[src/rtl/wsp_ctx_seq.sv]
module wsp_ctx_seq #(
  parameter int DW = 16,
  parameter logic [DW-1:0] RST_WP = 16'h0080,
  parameter logic [DW-1:0] RST_PC = 16'h0400,
  parameter logic [DW-1:0] RST_ST = 16'hC00F
) (
  input  logic          clk,
  input  logic          rst_n,
  input  logic          call_req,
  input  logic [DW-1:0] call_vec,
  input  logic          ret_req,
  output logic          busy,
  output logic          done,
  output logic [DW-1:0] wp_q,
  output logic [DW-1:0] pc_q,
  output logic [DW-1:0] st_q,
  output logic          mem_req,
  output logic          mem_we,
  output logic [DW-1:0] mem_addr,
  output logic [DW-1:0] mem_wdata,
  input  logic [DW-1:0] mem_rdata
);
  localparam int WBYTES = DW / 8;
  localparam logic [DW-1:0] EVEN  = ~DW'(1);
  localparam logic [DW-1:0] STEP  = DW'(WBYTES);
  localparam logic [DW-1:0] OFF13 = DW'(13 * WBYTES);
  localparam logic [DW-1:0] OFF14 = DW'(14 * WBYTES);
  localparam logic [DW-1:0] OFF15 = DW'(15 * WBYTES);

  typedef enum logic [3:0] {
    S_IDLE, S_V0, S_V1, S_W13, S_W14, S_W15,
    S_R14, S_R15, S_R13, S_RCAP, S_DONE
  } state_t;

  state_t        state;
  logic [DW-1:0] vec_q, t_a, t_b;

  assign busy = (state != S_IDLE);
  assign done = (state == S_DONE);
  assign mem_we = (state == S_W13) || (state == S_W14) || (state == S_W15);
  assign mem_req = mem_we || (state == S_V0) || (state == S_V1) ||
                   (state == S_R14) || (state == S_R15) || (state == S_R13);

  always_comb begin
    mem_addr  = '0;
    mem_wdata = '0;
    case (state)
      S_V0:  mem_addr = vec_q;
      S_V1:  mem_addr = vec_q + STEP;
      S_W13: begin mem_addr = t_a + OFF13; mem_wdata = wp_q; end
      S_W14: begin mem_addr = t_a + OFF14; mem_wdata = pc_q; end
      S_W15: begin mem_addr = t_a + OFF15; mem_wdata = st_q; end
      S_R14: mem_addr = wp_q + OFF14;
      S_R15: mem_addr = wp_q + OFF15;
      S_R13: mem_addr = wp_q + OFF13;
      default: ;
    endcase
  end

  always_ff @(posedge clk) begin
    if (!rst_n) begin
      state <= S_IDLE;
      wp_q  <= RST_WP;
      pc_q  <= RST_PC;
      st_q  <= RST_ST;
      vec_q <= '0;
      t_a   <= '0;
      t_b   <= '0;
    end else begin
      case (state)
        S_IDLE:
          if (call_req) begin
            vec_q <= call_vec & EVEN;
            state <= S_V0;
          end else if (ret_req) begin
            state <= S_R14;
          end
        S_V0:  state <= S_V1;
        S_V1:  begin t_a <= mem_rdata & EVEN; state <= S_W13; end
        S_W13: begin t_b <= mem_rdata & EVEN; state <= S_W14; end
        S_W14: state <= S_W15;
        S_W15: begin
          wp_q  <= t_a;
          pc_q  <= t_b;
          state <= S_DONE;
        end
        S_R14: state <= S_R15;
        S_R15: begin t_a <= mem_rdata & EVEN; state <= S_R13; end
        S_R13: begin t_b <= mem_rdata; state <= S_RCAP; end
        S_RCAP: begin
          wp_q  <= mem_rdata & EVEN;
          pc_q  <= t_a;
          st_q  <= t_b;
          state <= S_DONE;
        end
        default: state <= S_IDLE;
      endcase
    end
  end
endmodule

[config.mk]
export PLATFORM = sky130hd
export DESIGN_NAME = wsp_ctx_seq
export DESIGN_NICKNAME = d
export VERILOG_FILES = /design/src/rtl/wsp_ctx_seq.sv
export SDC_FILE = /design/constraint.sdc
export NUM_CORES = 1
export LEC_CHECK = 0
export BUFFER_PORTS_ARGS = -buffer_cell sky130_fd_sc_hd__buf_2
export CORE_MARGIN = 4
export CORE_UTILIZATION = 57
export DETAILED_ROUTE_END_ITERATION = 12
export GPL_TIMING_DRIVEN = 0
export PLACE_DENSITY = 0.81
export SLEW_MARGIN = 20
export SYNTH_ARGS = -nofsm -noshare
export SYNTH_HDL_FRONTEND = slang
export SYNTH_SLANG_ARGS = --single-unit
[constraint.sdc]
create_clock -name clk -period 5.3 [get_ports clk]
set_clock_uncertainty 0.15 [all_clocks]
set_input_delay 1.06 -clock clk [delete_from_list [all_inputs] [get_ports clk]]
set_output_delay 1.06 -clock clk [all_outputs]
set_load 0.01 [all_outputs]
# After elaboration in Yosys (flattened, before gate mapping)
# Index checks and enable logic that the tools add are counted.
# classes
add_sub_neg	7
eq_ne	11
n_mux	8
reduce_logical	14
# op_table
operator	n
16-bit one-hot mux with 8 select lines	1
16-bit by 5-bit adder with 16-bit output (second input constant)	6
16-bit one-hot mux with 2 select lines	3
16-bit one-hot mux with 3 select lines	1
4-bit one-hot mux with 9 select lines	1
16-bit by 2-bit adder with 16-bit output (second input constant)	1
4-bit by 3-bit equality test with 1-bit output (second input constant)	4
4-bit equality test (second input constant)	3
4-bit by 2-bit equality test with 1-bit output (second input constant)	2
4-bit two-way mux	2
1-bit logical OR	7
4-bit by 1-bit equality test with 1-bit output (second input constant)	1
4-bit zero test	1
2-bit nonzero test	2
4-bit nonzero test	1
2-bit OR reduction	2
3-bit != test (second input constant)	1
2-bit AND reduction	1
# word_totals
regBits	98
in_bits	36
out_inout_bits	84
word_cells	47

# Longest topological paths before layout
# logic_depth
ltp_word	8
depth_mapped	13
ltp_nobuf	10

# Worst setup path before layout
# No wires, ideal clock.
# synth_path
path_type	register to output
start	register state[3]
end	output port mem_addr[11]
arrival_time_ns	3.014
required_ns	4.090
slack_ns	1.076
path_stages_with_launch	14
n_path_buf	4
path_cell_list	dfxtp_1 > buf_2 > nand4b_1 > clkbuf_1 > clkbuf_1 > mux2i_1 > ha_1 > nor3b_1 > mux2i_1 > and3_1 > clkbuf_1 > nor2b_1 > xnor2_1 > o2111ai_1
# synth_between
elab_chain_len	2
word_cells_on_any_way	9
classes_between	8 x eq/ne; 1 x mux
# synth_lines
element	line	source
start: declaration	35	state_t state;
start signal: assignment	62	state <= S_IDLE;
start signal: assignment	74	state <= S_V0;
start signal: assignment	76	state <= S_R14;
4-bit equality test (tied with other cells)	47	case (state)
16-bit one-hot mux with 8 select lines *	47	
end: declaration	19	output logic [DW-1:0] mem_addr,
# Every way passes the cells marked *; elsewhere a longest branch is shown, timed or not.

# Worst setup path after layout
# layout_path
start	register state[1]
end	output port mem_addr[15]
# The elaborated chain is that of the path after synthesis.

==> results.md <==
Status:
- The run finished with clean final reports.

Layout:
- The area overhead of the layout relative to synthesis is 15.9%.
- The fraction of final layout cells with drive strength greater than 1 is 0.155.
- For this run, the post-layout net count is 1115.
- The count of antenna diodes in the layout is 0.
- The number of filler cells placed in the layout is between 1k and 1.5k.
- After routing the design area is a little under 0.008 mm².

Timing:
- For the pin with the worst max-slew slack, the measured transition is 1150 ps.
- The worst path in the final design needs a cycle of about 5200 ps, including I/O delays and setup.
- Setup repair after global routing left no endpoint under its margin.
- Setup violations remaining at the end of the flow were counted as 0.
- Timing would allow up to approximately 190 MHz.
- Hold timing on the final database bottoms out at a slack of between 300 and 400 ps.
- The post-route clock period utilization is 0.978.
- The max-slew violation total from the final report is 0.
- The total negative slack for setup checks is 0 ps.
- The worst slew slack as a fraction of its limit is 0.230.
- The total count of hold-check failures in the final report is 0.

Clocking:
- After clock tree synthesis, the clock-pin slew on the worst setup and hold paths is ~70 ps.
- The number of buffers on the longest clock path is 2.
- Counting every sink on the clock net gives 97.
- The deepest level of the CTS H-tree is 3.
- The total CTS buffers is 9.
- The clock reaches the later pin of the worst-skew pair after about 360 ps.
- The clock tree from TritonCTS is yes.
- Clock tree synthesis selected as its root buffer the cell sky130_fd_sc_hd__clkbuf_16.

Pwr:
- IR analysis of the VDD net gives a maximum drop of roughly 0.00023 V.
- Summed over all cells, the static leakage comes to roughly 3.3 nW.
- The total power per unit cell area is approximately 290 mW/mm².

Global routing:
- The first global-routing pass estimated between 30000 and 40000 µm of wire.
- The number of global-route vias before repair is a little over 7k.
- The overflow left after global routing is 0.
- The number of antenna violations at the first check in global routing is 0.
- The pin count of the biggest net entering global routing is 20.
- In the global route stage, overall resource usage came out at 0.371.

Yosys:
- The cell count after synthesis came out at between 900 and 1k.
- The multiplexer area fraction after synthesis is 0.0672.
- The complex-gate fraction of the synthesized area is 0.217.
- Summing every instance area after synthesis gives a little under 0.007 mm².
- Of the total synthesized cell area, the portion taken by AND, OR, NAND and NOR gates is 0.294.
- Of the total synthesized cell area, the portion taken by full adders, half adders and majority gates is 0.00744.
- The mean instance size in the synthesized netlist is about 7.1 µm².
- The register bit total from synthesis is 97.
- The dominant combinational cell family by area after synthesis is simple AND/OR/NAND/NOR gates.
- The proportion of synthesized flip-flops having asynchronous set or reset is 0.
- Of the total synthesized cell area, the portion taken by XOR and XNOR cells is 0.0586.
- The number of warnings reported in the yosys synthesis log is 0.
- Among all flip-flop cells after synthesis, the most frequent one is sky130_fd_sc_hd__dfxtp_1.
- The number of flops mapped to enable cells by yosys is 0.
- Counting distinct cell types in the post-synthesis netlist gives 67.
- The share of the Yosys chip area taken by registers is 0.289.

Floorplan:
- The horizontal die dimension is approximately 120 µm.
- The initial utilization of the core area, before any placement, comes to 0.587.
- The region available for standard cell placement spans 0.0115 mm².
- The die covers ~0.014 mm².
- After floorplanning, the core was divided into 39 placement rows.
- The chip height is between 100 and 150 µm.
- The I/O pin total is 120.

Worst setup path:
- In this run the critical register-to-register path is launched from state[2]$_SDFFE_PN0P_.
- The capture instance of the worst register-to-register path is wp_q[1]$_SDFFE_PN0P_.
- The arrival time at the worst endpoint is ~4000 ps.
- For flop-to-flop paths, the worst setup slack is 2340 ps.
- For this run, the slowest stage of the critical path takes about 660 ps.
- The kind of end point of the critical path is an output pin.
- STA classifies the critical path startpoint as a flip-flop.
- The maximum fanout along the worst path is 10.
- The critical path is of the flip-flop to output pin type.
- STA puts the critical path data required time at 4090 ps.
- The worst reg2reg path depth is 7.
- The highest-delay cell along the critical path is sky130_fd_sc_hd__o311ai_1.
- In this run the worst setup path terminates at mem_addr[15].
- Traced cell by cell, the critical path runs through buf_6 -> or4b_4 -> buf_6 -> buf_2 -> nand2_1 -> nand2_1 -> ha_1 -> o311ai_1 -> nor3_2 -> o22ai_1 -> xnor2_1 -> o22ai_1 -> a211o_1 -> buf_2.
- The most critical setup path has its startpoint at state[1]$_SDFFE_PN0P_.

Routing:
- The final antenna-violating net count is 0.
- The number of DRC markers after the initial detailed-route iteration is 897.
- The remaining routing DRC violations is 0.
- Before antenna repair, the detailed router went through 5 iterations.
- For this block, the routed nets add up to about 25000 µm of wire.
- Dividing the detail-routed wire length by the instance count gives slightly above 20 µm.
- The average vias per placed instance is about 6.4.
- The routed layout has slightly below 8k vias.

Place:
- The instance area after placement is roughly 0.0075 mm².
- The count of buffers from port buffering is 115.
- The final weighted congestion of routability-driven global placement is 1.04.
- Detailed placement finished with a half-perimeter wire length of approximately 19000 µm.

Min path:
- The tightest min-delay check is of the flip-flop to flip-flop type.

Job:
- The max capacitance violation total is 0.
[critical path, delay by kind of cell, from the launching register on]
family | cells | cell delay [ps]
fa+ha+maj | 1 | 290
xor+xnor | 1 | 150
buf+inv | 4 | 650
flops | 1 | 310
compound gates | 4 | 1390
simple gates | 4 | 820
[sequential cells by signal, indices dropped and copies added, names as in the netlist]
signal,flops
t_a,15
t_b,16
wp_q,15
vec_q,15
st_q,16
pc_q,16
state,4
[cell type report]
cell class	instances	area, µm²	share of cell area
Buffer	99	422	0.0541
Clock buffer	9	225	0.0289
Clock inverter	7	71.3	0.00915
Inverter	6	22.5	0.00289
Multi-Input combinational cell	747	4360	0.559
Sequential cell	97	1940	0.249
Tap cell	143	179	0.0230
Timing Repair Buffer	115	576	0.0738
[kinds of logic (layout without fill, tap and decap cells)]
logic type | after synthesis | after routing
AO/OA/AOI/OAI | 217 | 217
other | 1 | 2
buffers and inverters | 107 | 236
AND/OR/NAND/NOR | 434 | 434
XOR/XNOR | 45 | 45
flip-flops | 97 | 97
multiplexers | 45 | 45
adder cells (fa/ha/maj) | 4 | 4
[Yosys cell counts (17+ instances only)]
cell type	count	area, µm²
sky130_fd_sc_hd__a21oi_1	52	260
sky130_fd_sc_hd__xnor2_1	26	228
sky130_fd_sc_hd__a21boi_0	23	173
sky130_fd_sc_hd__mux2i_1	44	440
sky130_fd_sc_hd__clkbuf_1	69	259
sky130_fd_sc_hd__buf_2	17	85.1
sky130_fd_sc_hd__o21ai_0	43	215
sky130_fd_sc_hd__nand3_1	50	250
sky130_fd_sc_hd__nor3_1	29	145
sky130_fd_sc_hd__nor2_1	63	236
sky130_fd_sc_hd__nand2_1	223	837
sky130_fd_sc_hd__dfxtp_1	97	1940
sky130_fd_sc_hd__xor2_1	19	166
sky130_fd_sc_hd__a311oi_1	17	149
[worst min-delay path by stage]
stage	from	end	slack [ps]	cells past startpoint
final	t_b[6]$_SDFFE_PN0N_	t_b[6]$_SDFFE_PN0N_	330	2
after global routing	t_b[9]$_SDFFE_PN0N_	t_b[9]$_SDFFE_PN0N_	340	2
after CTS	t_b[10]$_SDFFE_PN0N_	t_b[10]$_SDFFE_PN0N_	320	2
after detailed placement	t_b[10]$_SDFFE_PN0N_	t_b[10]$_SDFFE_PN0N_	320	2
after global placement	t_b[8]$_SDFFE_PN0N_	t_b[8]$_SDFFE_PN0N_	310	2
after floorplan	t_b[10]$_SDFFE_PN0N_	t_b[10]$_SDFFE_PN0N_	290	2
[through the flow]
step | total power [mW] | cells | worst slack [ps] | util
floorplan | 1.33 | 951 | 1080 | -
global placement | 1.58 | 1209 | -107 | 0.653
detailed placement | 1.59 | 1209 | -57.0 | 0.653
CTS | 2.23 | 1224 | 107 | 0.679
global route | 2.36 | 1223 | 4.21 | 0.680
finish | 2.26 | 1223 | 116 | 0.680
[layer usage]
layer  up-vias  GRT usage  part of all wire  wire (µm)
met5         -          0                 0          0
met4         0      0.199             0.050       1270
met3        97     0.0642              0.12       3010
met2       581      0.566              0.44      11000
met1      3564      0.500              0.40      10000
li1       3589          -                 -          -
[cells in the final DEF (no fill, tap or decap), drive strengths merged, types with 26 or more instances in the layout]
cell type  instances
dfxtp             97
xnor2             26
nand3             50
nand2            223
a21oi             52
buf              147
o21ai             43
clkbuf            76
nor3              30
mux2i             44
nor2              63
[power breakdown]
group	total (mW)	internal (mW)	leakage, nW	switching [mW]
Combinational	0.766	0.258	2.33	0.508
Clock	0.660	0.333	0.145	0.327
Sequential	0.831	0.781	0.786	0.0493
Total	2.26	1.37	3.26	0.884
[timing repair]
item                                    in CTS  in global routing
hold buffers                                 0                  0
resized for setup                            5                  2
buffers inserted                             0                  0
gates cloned                                 0                  0
endpoints found under the setup margin       5                  5
Power figures use the tool's default switching activity.
